[src/rtl/dss_pkg.sv]
package dss_pkg;
  typedef enum logic [1:0] {
    PH_AZ  = 2'd0,
    PH_INT = 2'd1,
    PH_DI  = 2'd2,
    PH_ZI  = 2'd3
  } phase_t;
endpackage

[src/rtl/dss_cmp_sync.sv]
module dss_cmp_sync #(
  parameter int STAGES = 2
) (
  input  logic clk,
  input  logic rst_n,
  input  logic d,
  output logic q
);
  logic [STAGES-1:0] sh_q;
  logic [STAGES-1:0] sh_n;

  generate
    if (STAGES == 1) begin : g_one
      always_comb sh_n = d;
    end else begin : g_many
      always_comb sh_n = {sh_q[STAGES-2:0], d};
    end
  endgenerate

  always_ff @(posedge clk or negedge rst_n) begin
    if (!rst_n) sh_q <= '0;
    else        sh_q <= sh_n;
  end

  assign q = sh_q[STAGES-1];
endmodule

[src/rtl/dss_prescaler.sv]
module dss_prescaler #(
  parameter int DIV = 4,
  localparam int PW = (DIV > 1) ? $clog2(DIV) : 1
) (
  input  logic clk,
  input  logic rst_n,
  input  logic clr,
  output logic tick
);
  localparam logic [PW-1:0] LAST = PW'(DIV - 1);

  logic [PW-1:0] pre_q;
  logic [PW-1:0] pre_n;

  always_comb begin
    tick  = (pre_q == LAST);
    pre_n = (clr || tick) ? '0 : pre_q + 1'b1;
  end

  always_ff @(posedge clk or negedge rst_n) begin
    if (!rst_n) pre_q <= '0;
    else        pre_q <= pre_n;
  end
endmodule

[src/rtl/dss_phase_ctrl.sv]
module dss_phase_ctrl
  import dss_pkg::*;
#(
  parameter int DIV          = 4,
  parameter int INT_COUNTS   = 1000,
  parameter int DEINT_MAX    = 2000,
  parameter int CYCLE_COUNTS = 4000,
  parameter int ZI_MIN       = 11,
  parameter int ZI_NORM      = 140,
  parameter int ZI_EXT       = 740,
  localparam int RES_W       = $clog2(DEINT_MAX + 1)
) (
  input  logic             clk,
  input  logic             rst_n,
  input  logic             cmp_s,
  input  logic             tick,
  output logic             pre_clr,
  output phase_t           phase,
  output logic [RES_W-1:0] reading,
  output logic             negative,
  output logic             overrange,
  output logic             valid
);
  localparam int CYC_CLKS = CYCLE_COUNTS * DIV;
  localparam int CYC_W    = $clog2(CYC_CLKS);
  localparam int CNT_MAX  = (INT_COUNTS > DEINT_MAX) ? INT_COUNTS : DEINT_MAX;
  localparam int CNT_W    = $clog2(CNT_MAX + 1);
  localparam int ZC_W     = $clog2(ZI_EXT + 1);

  localparam logic [CYC_W-1:0] CYC_LAST  = CYC_W'(CYC_CLKS - 1);
  localparam logic [CNT_W-1:0] INT_LAST  = CNT_W'(INT_COUNTS - 1);
  localparam logic [CNT_W-1:0] DI_LAST   = CNT_W'(DEINT_MAX - 1);
  localparam logic [RES_W-1:0] DI_FULL   = RES_W'(DEINT_MAX);
  localparam logic [ZC_W-1:0]  ZN_LAST   = ZC_W'(ZI_NORM - 1);
  localparam logic [ZC_W-1:0]  ZE_LAST   = ZC_W'(ZI_EXT - 1);
  localparam logic [ZC_W-1:0]  ZMIN_LAST = ZC_W'(ZI_MIN - 1);

  phase_t             phase_q, phase_n;
  logic [CYC_W-1:0]   cyc_q, cyc_n;
  logic [CNT_W-1:0]   cnt_q, cnt_n;
  logic [ZC_W-1:0]    zc_q, zc_n;
  logic               pos_q, pos_n;
  logic               cmp_d;
  logic [RES_W-1:0]   res_q, res_n;
  logic               neg_q, neg_n;
  logic               ovf_q, ovf_n;
  logic               vld_q, vld_n;
  logic               chg;
  logic [ZC_W-1:0]    zlast;

  always_comb begin
    phase_n = phase_q;
    cyc_n   = (cyc_q == CYC_LAST) ? '0 : cyc_q + 1'b1;
    cnt_n   = tick ? cnt_q + 1'b1 : cnt_q;
    zc_n    = zc_q;
    pos_n   = pos_q;
    res_n   = res_q;
    neg_n   = neg_q;
    ovf_n   = ovf_q;
    vld_n   = 1'b0;
    pre_clr = 1'b0;
    chg     = cmp_s ^ cmp_d;
    zlast   = ovf_q ? ZE_LAST : ZN_LAST;
    unique case (phase_q)
      PH_AZ: begin
        if (cyc_q == CYC_LAST) begin
          phase_n = PH_INT;
          cnt_n   = '0;
          pre_clr = 1'b1;
        end
      end
      PH_INT: begin
        if (tick && cnt_q == INT_LAST) begin
          phase_n = PH_DI;
          pos_n   = cmp_s;
          cnt_n   = '0;
          pre_clr = 1'b1;
        end
      end
      PH_DI: begin
        if (cmp_s != pos_q) begin
          phase_n = PH_ZI;
          res_n   = RES_W'(cnt_q);
          ovf_n   = 1'b0;
          neg_n   = ~pos_q;
          vld_n   = 1'b1;
          zc_n    = '0;
        end else if (tick && cnt_q == DI_LAST) begin
          phase_n = PH_ZI;
          res_n   = DI_FULL;
          ovf_n   = 1'b1;
          neg_n   = ~pos_q;
          vld_n   = 1'b1;
          zc_n    = '0;
        end
      end
      PH_ZI: begin
        zc_n = zc_q + 1'b1;
        if (zc_q == zlast || (!ovf_q && chg && zc_q >= ZMIN_LAST)) begin
          phase_n = PH_AZ;
        end
      end
      default: phase_n = PH_AZ;
    endcase
  end

  always_ff @(posedge clk or negedge rst_n) begin
    if (!rst_n) begin
      phase_q <= PH_AZ;
      cyc_q   <= '0;
      cnt_q   <= '0;
      zc_q    <= '0;
      pos_q   <= 1'b0;
      cmp_d   <= 1'b0;
      res_q   <= '0;
      neg_q   <= 1'b0;
      ovf_q   <= 1'b0;
      vld_q   <= 1'b0;
    end else begin
      phase_q <= phase_n;
      cyc_q   <= cyc_n;
      cnt_q   <= cnt_n;
      zc_q    <= zc_n;
      pos_q   <= pos_n;
      cmp_d   <= cmp_s;
      res_q   <= res_n;
      neg_q   <= neg_n;
      ovf_q   <= ovf_n;
      vld_q   <= vld_n;
    end
  end

  assign phase     = phase_q;
  assign reading   = res_q;
  assign negative  = neg_q;
  assign overrange = ovf_q;
  assign valid     = vld_q;
endmodule

[src/rtl/dual_slope_seq.sv]
module dual_slope_seq
  import dss_pkg::*;
#(
  parameter int DIV          = 4,
  parameter int INT_COUNTS   = 1000,
  parameter int DEINT_MAX    = 2000,
  parameter int CYCLE_COUNTS = 4000,
  parameter int ZI_MIN       = 11,
  parameter int ZI_NORM      = 140,
  parameter int ZI_EXT       = 740,
  parameter int SYNC_STAGES  = 2,
  localparam int RES_W       = $clog2(DEINT_MAX + 1)
) (
  input  logic             clk,
  input  logic             rst_n,
  input  logic             cmp_in,
  output logic [3:0]       phase_en,
  output logic [RES_W-1:0] reading,
  output logic             negative,
  output logic             overrange,
  output logic             reading_valid
);
  logic   cmp_s;
  logic   tick;
  logic   pre_clr;
  phase_t phase;

  dss_cmp_sync #(.STAGES(SYNC_STAGES)) u_sync (
    .clk   (clk),
    .rst_n (rst_n),
    .d     (cmp_in),
    .q     (cmp_s)
  );

  dss_prescaler #(.DIV(DIV)) u_pre (
    .clk   (clk),
    .rst_n (rst_n),
    .clr   (pre_clr),
    .tick  (tick)
  );

  dss_phase_ctrl #(
    .DIV          (DIV),
    .INT_COUNTS   (INT_COUNTS),
    .DEINT_MAX    (DEINT_MAX),
    .CYCLE_COUNTS (CYCLE_COUNTS),
    .ZI_MIN       (ZI_MIN),
    .ZI_NORM      (ZI_NORM),
    .ZI_EXT       (ZI_EXT)
  ) u_ctrl (
    .clk       (clk),
    .rst_n     (rst_n),
    .cmp_s     (cmp_s),
    .tick      (tick),
    .pre_clr   (pre_clr),
    .phase     (phase),
    .reading   (reading),
    .negative  (negative),
    .overrange (overrange),
    .valid     (reading_valid)
  );

  always_comb phase_en = 4'b0001 << phase;
endmodule

[config.mk]
export PLATFORM = sky130hd
export DESIGN_NAME = dual_slope_seq
export DESIGN_NICKNAME = d
export VERILOG_FILES = /design/src/rtl/dss_pkg.sv /design/src/rtl/dss_cmp_sync.sv /design/src/rtl/dss_prescaler.sv /design/src/rtl/dss_phase_ctrl.sv /design/src/rtl/dual_slope_seq.sv
export SDC_FILE = /design/constraint.sdc
export NUM_CORES = 1
export LEC_CHECK = 0
export BUFFER_PORTS_ARGS = -buffer_cell sky130_fd_sc_hd__buf_2
export CAP_MARGIN = 10
export CORE_MARGIN = 4
export CORE_UTILIZATION = 40
export DETAILED_ROUTE_END_ITERATION = 10
export GPL_TIMING_DRIVEN = 0
export PLACE_DENSITY = 0.71
export SLEW_MARGIN = 20
export SYNTH_ARGS = -nofsm -noshare
export SYNTH_HDL_FRONTEND = slang
export SYNTH_HIERARCHICAL = 1
export SYNTH_SLANG_ARGS = --single-unit
[constraint.sdc]
create_clock -name clk -period 2.12 [get_ports clk]
set_input_delay 0.424 -clock clk [delete_from_list [all_inputs] [get_ports clk]]
set_output_delay 0.424 -clock clk [all_outputs]
set_load 0.01 [all_outputs]
## Word level (Yosys, flattened, before mapping)

Index checks and enable logic that the tools add are counted.

- Bits in registers: 57
- Logic and storage cells: 75
- Memories: 0
- Latch bits: 0
- Input bits: 3
- Bits in writable memories: 0
- Memory bits (read-only): 0

- $mul: 0
- Bitwise operators: 2
- $add $sub $neg: 4
- Eq/ne operators: 13
- Reduce and logical (&&, ||, !) cells: 14
- Div/mod/pow operators: 0
- Shift-type cells: 1
- Order comparisons: 1
- Muxes and demuxes: 28

Operator list:

| kind | number |
|---|---|
| $mux W11 | 5 |
| $mux W10 | 3 |
| $pmux W11 S2 | 1 |
| $pmux W10 S2 | 1 |
| $add A14 B1 Y14 const B | 1 |
| $eq A14 B14 Y1 const B | 1 |
| $mux W14 | 1 |
| $mux W2 | 6 |
| $add A11 B1 Y11 const B | 1 |
| $eq A11 B10 Y1 const B | 1 |
| $eq A11 B11 Y1 const B | 1 |
| $add A10 B1 Y10 const B | 1 |
| $eq A10 B10 Y1 | 1 |
| $ge A10 B4 Y1 const B | 1 |
| $mux W1 | 9 |
| $pmux W2 S4 | 1 |
| $eq A2 B2 Y1 const B | 3 |
| $ne A2 B1 Y1 const B | 3 |
| $reduce_and A2 Y1 | 3 |
| $logic_and A1 B1 Y1 | 4 |
| $reduce_and A4 Y1 | 1 |
| $reduce_bool A2 Y1 | 2 |
| $shl A1 B2 Y4 const A | 1 |
| $ne A3 B1 Y1 const B | 1 |
| other kinds (9) | 10 |

## Depth between registers and ports, before layout

Gate-level depths: netlist of the first run.

- Depth in word-level cells: 6
- Depth in mapped cells: 8
- Depth with buffers taken out: 7

## Cells and area by module

The synthesis of the first run kept the hierarchy.

Modules (own cells, without submodules):

| module | area an instance (µm²) | seq. area each (µm²) | cells each | times used |
|---|---|---|---|---|
| dss_phase_ctrl | 2581.2 | 1326.3 | 244 | 1 |
| dss_prescaler | 85.1 | 50.0 | 5 | 1 |
| dss_cmp_sync | 50.0 | 50.0 | 2 | 1 |
| dual_slope_seq | 26.3 | 0.0 | 4 | 1 |

## Worst setup path after synthesis of the first run

OpenSTA, ideal clock, no wires.

- Kind: reg2reg
- Start point: reg u_pre.pre_q[0]
- End point: reg u_ctrl.phase_q[1], in the netlist u_ctrl/phase[1]
- Period minus slack after synthesis: 2.160 ns
- Arrival time: 2.035 ns
- Cell stages (with the launch flop): 8
- Slack: -0.040 ns
- Buffers on the path: 1
- Cells stage by stage: dfrtp_1 ha_1 buf_2 nand4_2 o41ai_4 nor2_1 nor3_1 mux2_2

- Longest elaborated chain between the ends: 4

Ends and longest elaborated chain:

| element | RTL line | RTL |
|---|---|---|
| from (decl) | dss_prescaler.sv:12 | `logic [PW-1:0] pre_q;` |
| from (signal assigned) | dss_prescaler.sv:22 | `else pre_q <= pre_n;` |
| $eq A2 B2 Y1 (*) | dss_prescaler.sv:16 | `tick = (pre_q == LAST);` |
| net tick | dual_slope_seq.sv:24 | `logic tick;` |
| $logic_and A1 B1 Y1 (on tied branches) | dss_phase_ctrl.sv:88, dss_phase_ctrl.sv:73 |  |
| $ne A3 B1 Y1 (no source line) or $ne A2 B1 Y1 (tied branches) | -- |  |
| $reduce_and A4 Y1 (no source line) (*) | -- |  |
| to (signal assigned) | dss_phase_ctrl.sv:120 | `phase_q <= phase_n;` |
| to (decl) | dss_phase_ctrl.sv:38 | `phase_t phase_q, phase_n;` |

Mark *: on every way through the listed nets, which the timed path passes. The rest lies on a longest branch.
A chain may end at the register's enable or synchronous reset.

## Final worst setup path of the first run

Ends and elaborated chain as after synthesis.

==> results_dict.tcl, run 1 <==
set metrics [dict create \
    worstPathArrival_ns 2.21 \
    drtPass1Iterations 4 \
    synth_top_area_share_pct 52.0 \
    synth_ff_type "dfrtp_1" \
    vias 2009 \
    port_buffers 20 \
    io_pins 21 \
    clockBufferDepth 2 \
    cts_num_sinks 57 \
    grt_overflow 0 \
    combPwrFrac_pct 1.6 \
    drc 0 \
    grt_pass1_vias 1931 \
    p_leak_nw 1.55 \
    nNetsFinal 302 \
    crit_top_cell "buf_4" \
    fill_cells 573 \
    r2r_cells 8 \
    power.total_mw 2.36 \
    synth_cells 255 \
    grt_max_degree 58 \
    wirelength_um 5350 \
    min_path_type "in -> async" \
    r2r_slack_ns 0.12 \
    max_stage_delay_ns 0.38 \
    synth_nets 267 \
    finalSetupViolations 0 \
    switchingPower_uw 450 \
    async_flop_share_pct 100 \
    slew_headroom_pct 52.6 \
    pwr-share-clk_pct 52.2 \
    fin_area_sq_um 3270 \
    critPathTopFamily "flip-flops" \
    globalRouteTotalUtil_pct 13.6 \
    htreeDepth 3 \
    synth_area_sq_um 2740 \
    yosys_warnings 6 \
    p_sw_share_pct 19.1 \
    grt_pass1_wl_um 8940 \
    synth_edf_count 0 \
    drt_iter0_drc 93 \
    die_w_um 90.8 \
    hold_viol 0 \
    status "completed" \
    dieArea_sq_um 8250 \
    dp_slack_ns -0.377 \
    startpoint_type "flop" \
    fp-row-count 29 \
    postPlaceCellArea_sq_um 2940 \
    start_util_pct 42.2 \
    crit_chain "ha_4 > buf_4 > nand4_2 > o41ai_4 > buf_4 > nor2_1 > nor3_2 > mux2_2" \
    post_drt_via_cell_ratio 5.40 \
    critPathMaxFanout 7 \
    crit_type "reg -> reg" \
    avgSynthCellArea_sq_um 10.8 \
    postLayoutCoreUtil_pct 50.4 \
    clk_pin_slew_worst_paths_ns 0.06 \
    worstMarginPinSlew_ns 0.711 \
    peakVddDrop_mv 0.545 \
    rr_endpoint "u_ctrl/phase[1]" \
    fin_ws_ns 0.125 \
    cts_buffers 9 \
    required_ns 2.34 \
    cts_tree "done" \
    num_antenna_cells 0 \
    timing.max_cap.violations 0 \
    ys_types 46 \
    cts_root_buf "clkbuf_8" \
    rsz0062_at_grt "true" \
    slew_violations 0 \
    dp_hpwl_um 3590 \
    cp-end-kind "flop" \
    cpMaxStageDelayCell "dfrtp_1" \
    die_y_um 90.8 \
    holdWs_ns 0.149 \
    power.density_nw_per_um2 721 \
    fmax_mhz 501 \
    layout-drive-gt1-share_pct 22.0 \
    finClkSkew_ns 0.00652 \
    cp_num_buf_inv 2 \
    routedWlPerCell_um 14.4 \
    worstSkewPairLatency_ns 0.33 \
    syn_to_final_growth_pct 19.4 \
    p_int_mw 1.91 \
    seqPwrFrac_pct 46.3 \
    cts-hold-fix-buffers 0 \
    ys_ff_latch 57 \
    synth-seq-area-share_pct 52.0 \
    finalCritPeriodShare_pct 94.1 \
    reg2reg_from "u_pre/pre_q[0]" \
    synth_top_cell_by_area "dfrtp_1" \
    gp_congestion 0.820 \
    core-area_sq_um 6490 \
    antenna_found_initial 0 \
    ant_nets 0 \
    fin_crit_ns 2.00 \
    synthTopCellsByArea "dfrtp_1 52%, nor2_1 4.7%, xor2_1 4.2%, ha_1 4.1%, xnor2_1 3.8%" \
]
layer usage:
metal  track usage, %  vias up  share of wire, %
li1                 -      972                 -
met1             17.0      985                46
met2             21.7       41                48
met3             4.33       11               4.3
met4             6.03        0               1.2
met5                0        -                 0
worst reg2reg max path, delay by kind of cell (launching register included):
| family | cells | cell delay, ns |
|---|---|---|
| DFF | 1 | 0.38 |
| and+or+nand+nor | 3 | 0.36 |
| muxes | 1 | 0.36 |
| buffers and inverters | 2 | 0.35 |
| AOI/OAI and AO/OA | 1 | 0.28 |
| adders and majority gates | 1 | 0.17 |
how the worst max path moves through the flow:
stage                     from         endpoint  slack, ns  cells after the start
2_1_floorplan   u_pre/pre_q[0]  u_ctrl/phase[1]       0.03                      7
5_1_grt        u_ctrl/cyc_q[0]   u_pre/pre_q[0]      -0.06                      7
4_1_cts         u_pre/pre_q[0]  u_ctrl/phase[1]       0.02                      8
3_5_place_dp    u_pre/pre_q[0]  u_ctrl/phase[1]      -0.38                      7
3_3_place_gp    u_pre/pre_q[0]   u_ctrl/zc_q[2]      -0.30                      7
6_report        u_pre/pre_q[0]  u_ctrl/phase[1]       0.12                      8
layout by cell type (no fill, tap or decap), drive strengths merged, types with 4 or more instances in the layout:
master / instances
dfrtp: 57
nor2: 34
buf: 26
nand2: 17
clkbuf: 15
nand3: 14
xor2: 13
xnor2: 12
o21ai: 12
inv: 9
ha: 9
o22a: 7
nand4: 7
a22o: 7
or3: 5
a21oi: 5
and3: 5
nor3: 5
o211ai: 4
sequential cells by signal, indices dropped and copies added, names as in the netlist:
name,flops
u_pre/pre_q,2
u_ctrl/cyc_q,14
u_ctrl/phase,2
u_ctrl/negative,1
u_ctrl/cnt_q,11
u_sync/sh_q,2
u_ctrl/overrange,1
u_ctrl/cmp_d,1
u_ctrl/valid,1
u_ctrl/pos_q,1
u_ctrl/zc_q,10
u_ctrl/reading,11
through the flow:
stage | std cells | TNS, ns
floorplan | 255 | 0
global placement | 352 | -4.66
detailed placement | 352 | -6.59
CTS | 372 | 0
global route | 372 | -0.139
finish | 372 | 0
synth_stat cells, types with 2 or more instances:
library cell,count
and3_1,4
o21ai_0,11
o31ai_1,2
o22a_1,6
or3_1,5
nand2_1,16
xnor2_1,12
nand2b_1,3
nand3_1,14
nor2b_1,2
nor2_1,34
mux2i_1,3
o211ai_1,4
a21oi_1,5
a311oi_1,2
inv_1,8
ha_1,9
a22o_2,2
nor3_1,4
nand4_1,5
mux2_2,2
clkbuf_1,5
a22o_1,5
dfrtp_1,57
nor4_1,2
xor2_1,13
power by group through the flow:
| stage | combinational [mW] | clock, mW | sequential (mW) |
|---|---|---|---|
| global route | 0.0424 | 1.32 | 1.09 |
| detailed placement | 0.0329 | 0 | 1.11 |
| CTS | 0.0382 | 1.26 | 1.09 |
| floorplan | 0.00759 | 0 | 1.11 |
| finish | 0.0373 | 1.23 | 1.09 |
| global placement | 0.0321 | 0 | 1.11 |
cell families (layout without fill, tap and decap cells):
family                   count (synthesis)  in the layout  synth area share (%)
buffers and inverters                   15             55                  2.10
AND/OR/NAND/NOR                        102            102                  19.8
multiplexers                             5              5                  1.92
flip-flops                              57             57                  52.0
XOR/XNOR                                25             25                  7.98
adder cells (fa/ha/maj)                  9              9                  4.11
AO/OA/AOI/OAI                           42             42                  12.1
cell type report:
cell class              count  area (sq um)  share of cell area (%)
inverters                   9          33.8                    1.03
repair buffers             25           140                    4.28
well taps                  77          96.3                    2.94
multi-input cells         183          1310                    40.0
flip-flops and latches     57          1430                    43.6
clock buffers              11           141                    4.32
clock inverters             5           103                    3.13
plain buffers               5          23.8                   0.726
timing repair:
action / in CTS / in global routing
cloned: 0 / 0
gates resized for setup: 7 / 5
pin swaps: 4 / 2
setup endpoints to repair: 34 / 18
setup buffers: 5 / 0
Power figures use the tool's default switching activity.
==> run 2: changes to the inputs <==
--- a/config.mk
+++ b/config.mk
@@ -12,6 +12,7 @@
 export DETAILED_ROUTE_END_ITERATION = 10
 export GPL_TIMING_DRIVEN = 0
 export PLACE_DENSITY = 0.71
+export SETUP_SLACK_MARGIN = 0.4
 export SLEW_MARGIN = 20
 export SYNTH_ARGS = -nofsm -noshare
 export SYNTH_HDL_FRONTEND = slang
==> run 2 against run 1 <==
  * Cell count up 6.7%
  * Combinational power grew 5%
  * Critical path depth is the same
  * Hold slack got worse by 0.017 ns
  * Critical path type unchanged
==> results_dict.tcl, run 2 (same netlist as run 1, synthesis figures left out) <==
set metrics [dict create \
    crit_type "reg -> reg" \
    fin_crit_ns 1.86 \
    finClkSkew_ns 0.00983 \
    die_y_um 90.8 \
    grt_max_degree 58 \
    io_pins 21 \
    cts-hold-fix-buffers 0 \
    slew_violations 0 \
    cpMaxStageDelayCell "dfrtp_1" \
    vias 2164 \
    seq_area_sq_um 1440 \
    largest_register_ffs 14 \
    post_drt_via_cell_ratio 5.45 \
    power.density_nw_per_um2 653 \
    r2r_slack_ns 0.26 \
    grt_overflow 0 \
    crit_chain "inv_1 > ha_2 > o31ai_2 > a311oi_2 > a311oi_2 > buf_4 > nor3_4 > mux2_4" \
    post-place-cells 352 \
    core-area_sq_um 6490 \
    rsz0062_at_grt "true" \
    reg2reg_from "u_ctrl/zc_q[0]" \
    p_leak_nw 1.67 \
    dp_hpwl_um 3660 \
    regMostFlops "u_ctrl/cyc_q" \
    fill_cells 545 \
    peakVddDrop_mv 0.419 \
    power.total_mw 2.38 \
    drtPass1Iterations 4 \
    cts_tree "done" \
    fin_ws_ns 0.260 \
    postLayoutCoreUtil_pct 56.2 \
    finalCritPeriodShare_pct 87.8 \
    nNetsFinal 327 \
    rr_endpoint "u_ctrl/phase[1]" \
    layout-drive-gt1-share_pct 37.5 \
    cts_root_buf "clkbuf_8" \
    dp_slack_ns -0.0933 \
    startpoint_type "flop" \
    wirelength_um 6160 \
    htreeDepth 3 \
    clockBufferDepth 2 \
    critPathMaxFanout 2 \
    crit_end "u_ctrl/phase[1]" \
    multi_input_area_sq_um 1460 \
    drt_iter0_drc 110 \
    drc 0 \
    critPathLaunch "u_ctrl/zc_q[0]" \
    layout.cells.non_filler 397 \
    worstPathArrival_ns 2.09 \
    status "completed" \
    slew_headroom_pct 53.7 \
    final_common_cell "dfrtp_1" \
    routedWlPerCell_um 15.5 \
    dieArea_sq_um 8250 \
    min_path_type "in -> async" \
    num_antenna_cells 0 \
    grt_pass1_vias 2169 \
    r2r_cells 8 \
    finalSetupViolations 0 \
    cp-end-kind "flop" \
    cts_num_sinks 57 \
    start_util_pct 42.2 \
    final_cell_mix "50 x dfrtp_1, 30 x nor2_1, 29 x buf_4, 19 x buf_2" \
    globalRouteTotalUtil_pct 15.7 \
    syn_to_final_growth_pct 33.1 \
    fp-row-count 29 \
    clk_pin_slew_worst_paths_ns 0.07 \
    crit_top_cell "a311oi_2" \
    max_stage_delay_ns 0.35 \
    ant_nets 0 \
    port_buffers 20 \
    gp_congestion 0.870 \
    antenna_found_initial 0 \
    required_ns 2.35 \
    hold_viol 0 \
    worstSkewPairLatency_ns 0.34 \
    fmax_mhz 537 \
    worstMarginPinSlew_ns 0.695 \
    timing.max_cap.violations 0 \
    grt_pass1_wl_um 10300 \
    die_w_um 90.8 \
    cts_buffers 9 \
]
-- run 2: cell count changes in the layout (fill, tap and decap cells not counted), moves of 3 or more --
| cell | delta |
|---|---|
| ha_1 | -5 |
| nor2_4 | +3 |
| dfrtp_1 | -7 |
| ha_2 | +4 |
| clkbuf_1 | -3 |
| dfrtp_2 | +7 |
| buf_6 | +3 |
| nor2_1 | -3 |
| buf_4 | +22 |
-- run 2: per-layer routing --
layer	track usage (%)	share of wire (%)	up-vias	routed length [um]
met3	4.50	4.8	10	295
met2	25.3	50	54	3060
met5	0	0	-	0
li1	-	-	1030	-
met4	6.91	1.1	0	67
met1	19.6	44	1070	2740
-- run 2: how the worst min path moves through the flow --
stage	startpoint	to	slack (ns)	cells past startpoint
finish	rst_n	u_ctrl/zc_q[3]	0.13	1
global route	cmp_in	u_sync/sh_q[0]	0.16	1
CTS	rst_n	u_ctrl/zc_q[3]	0.16	1
detailed placement	u_sync/sh_q[0]	u_sync/sh_q[1]	0.34	0
global placement	u_sync/sh_q[0]	u_sync/sh_q[1]	0.34	0
floorplan	rst_n	u_ctrl/cmp_d	0.13	0
-- run 2: where the power goes --
part	switching, mW	internal (mW)	leakage [nW]	total (mW)
sequential	0.00225	1.09	0.752	1.09
clock	0.442	0.811	0.120	1.25
combinational	0.0281	0.0110	0.798	0.0391
total	0.472	1.91	1.67	2.38
-- run 2: what timing repair did --
item | CTS | global route
hold endpoints to repair | 0 | 0
gates resized for setup | 30 | 22
cloned | 0 | 0
endpoints found under the setup margin | 48 | 37
pin swaps | 12 | 7
setup buffers | 18 | 11
-- run 2: critical path: cells and delay by family (launching register included) --
kind	cells	cell delay [ns]
compound gates	3	0.66
fa+ha+maj	1	0.18
buf+inv	2	0.23
flops	1	0.35
mux	1	0.30
simple gates	1	0.05
-- run 2: layout make-up --
class                           count  area share, %
Sequential cell                    57           39.3
Clock buffer                       11           3.87
Inverter                            9          0.994
Tap cell                           77           2.64
Timing Repair Buffer               49           8.98
Multi-Input combinational cell    183           40.0
Clock inverter                      5           2.81
Buffer                              6           1.41
-- run 2: metrics by stage --
stage / hold slack [ns] / TNS [ns] / area [sq um]
after floorplan: 0.128 / 0 / 2800
after global placement: 0.335 / -0.308 / 2990
after detailed placement: 0.343 / -0.312 / 2990
after CTS: 0.156 / 0 / 3500
after global routing: 0.165 / 0 / 3650
final: 0.132 / 0 / 3650
==> run 3: changes to the inputs <==
--- a/config.mk
+++ b/config.mk
@@ -7,6 +7,7 @@
 export LEC_CHECK = 0
 export BUFFER_PORTS_ARGS = -buffer_cell sky130_fd_sc_hd__buf_2
 export CAP_MARGIN = 10
+export CORE_ASPECT_RATIO = 1.75
 export CORE_MARGIN = 4
 export CORE_UTILIZATION = 40
 export DETAILED_ROUTE_END_ITERATION = 10
==> run 3 against run 2 <==
  * Routed wire length increased by 2.0%
  * Critical path type unchanged
  * Clock skew decreased by 0.0027 ns
  * Core utilization increased by 2.6 points
  * Cell count increased by 2.0%
  * Clock power increased by 39%
  * Sequential power about the same
  * First-iteration DRC count increased by 5.5%
  * Cell area increased by 6.2%
  * Clock-buffer cell count decreased by 1
  * Largest cell class unchanged
==> results_dict.tcl, run 3 (same netlist as run 1, synthesis figures left out) <==
set metrics [dict create \
    gp_congestion 0.819 \
    finalSetupViolations 0 \
    final_common_cell "dfrtp_1" \
    cts_buffers 9 \
    nNetsFinal 330 \
    fin_area_sq_um 3880 \
    io_pins 21 \
    finClkSkew_ns 0.00717 \
    critPathMaxFanout 6 \
    status "completed" \
    ant_nets 0 \
    worstPathArrival_ns 2.09 \
    fin_setup_tns_ns 0 \
    die_y_um 118 \
    peakVddDrop_mv 0.530 \
    wirelength_um 6290 \
    worstSkewPairLatency_ns 0.33 \
    grt_overflow 0 \
    syn_to_final_growth_pct 41.3 \
    globalRouteTotalUtil_pct 14.8 \
    hold_viol 0 \
    regMostFlops "u_ctrl/cyc_q" \
    cts_root_buf "clkbuf_16" \
    worstMarginPinSlew_ns 0.729 \
    fp-row-count 39 \
    port_buffers 20 \
    crit_type "reg -> reg" \
    layout-drive-gt1-share_pct 39.9 \
    start_util_pct 41.6 \
    finalCritPeriodShare_pct 88.9 \
    power.density_nw_per_um2 744 \
    slew_violations 0 \
    fill_cells 520 \
    grt_pass1_vias 2119 \
    core-area_sq_um 6590 \
    fin_crit_ns 1.89 \
    clk_pin_slew_worst_paths_ns 0.05 \
    postPlaceCellArea_sq_um 3000 \
    clockBufferDepth 2 \
    dp_hpwl_um 3650 \
    die_w_um 70.6 \
    antenna_found_initial 0 \
    dieArea_sq_um 8300 \
    required_ns 2.33 \
    drt_iter0_drc 116 \
    num_antenna_cells 0 \
    vias 2190 \
    cts_num_sinks 57 \
    drtPass1Iterations 4 \
    routedWlPerCell_um 15.5 \
    cts_tree "done" \
    p_leak_nw 1.74 \
    timing.max_cap.violations 0 \
    drc 0 \
    final_cell_mix "47 x dfrtp_1, 30 x nor2_1, 25 x buf_4, 19 x buf_2, 14 x nand3_1" \
    htreeDepth 3 \
    largest_register_ffs 14 \
    min_path_type "in -> async" \
    grt_max_degree 58 \
    postLayoutCoreUtil_pct 58.8 \
    post_drt_via_cell_ratio 5.41 \
    cts-hold-fix-buffers 0 \
    rsz0062_at_grt "true" \
    fmax_mhz 530 \
    cp-end-kind "flop" \
    grt_pass1_wl_um 9640 \
    slew_headroom_pct 51.4 \
    r2r_slack_ns 0.23 \
    startpoint_type "flop" \
]
[run 3: per-stage QoR]
stage               total power, mW  hold slack [ns]  setup slack, ns  instances
floorplan                      1.12            0.128            0.110        255
global placement               1.15            0.339          -0.0824        357
detailed placement             1.15            0.343          -0.0958        357
CTS                            2.90            0.188            0.263        390
global route                   2.97            0.207            0.179        405
finish                         2.88            0.160            0.235        405
[run 3: what timing repair did]
item                       in CTS  in global routing
pin swaps                      15                 20
setup buffers                  17                 14
setup endpoints to repair      48                 38
gates resized for setup        30                 49
gates cloned                    0                  1
[run 3: area by class of cell]
class / instances / area [sq um] / area share (%)
Multi-Input combinational cell: 184 / 1510 / 39.0
Clock inverter: 6 / 130 / 3.36
Buffer: 6 / 58.8 / 1.52
Clock buffer: 10 / 229 / 5.91
Sequential cell: 57 / 1440 / 37.1
Timing Repair Buffer: 51 / 365 / 9.43
Inverter: 9 / 41.3 / 1.07
Tap cell: 82 / 103 / 2.65
[run 3: layer usage]
layer  vias up  share of wire [%]  wire length (um)  track usage, %
met3        18                4.8               302            3.93
met1      1070                 40              2490            15.3
met5         -                  0                 0               0
met4         0                2.6               163            9.18
met2        60                 53              3330            26.0
li1       1042                  -                 -               -
[run 3: final timing paths]
check	from	endpoint	cells after the start
max	u_ctrl/zc_q[5]	u_ctrl/phase[0]	8
min	rst_n	u_ctrl/cnt_q[6]	1
max reg2reg	u_ctrl/zc_q[5]	u_ctrl/phase[0]	8
min reg2reg	u_sync/sh_q[0]	u_sync/sh_q[1]	0
max in group asynchronous	rst_n	u_ctrl/phase[1]	1
min in group clk	cmp_in	u_sync/sh_q[0]	1
[run 3: critical path, cell delays in order, from the launching register on]
cell,delay (ns)
dfrtp_1,0.43
and4b_1,0.24
a32o_1,0.22
a311oi_2,0.23
buf_4,0.17
nor3_4,0.05
buf_4,0.14
buf_6,0.10
o22a_1,0.19
[run 3: power breakdown]
part / leakage (nW) / switching [mW] / total [mW] / internal [mW]
logic: 0.820 / 0.0319 / 0.0463 / 0.0143
clock network: 0.176 / 0.483 / 1.74 / 1.26
registers: 0.747 / 0.00245 / 1.10 / 1.09
total: 1.74 / 0.517 / 2.88 / 2.37
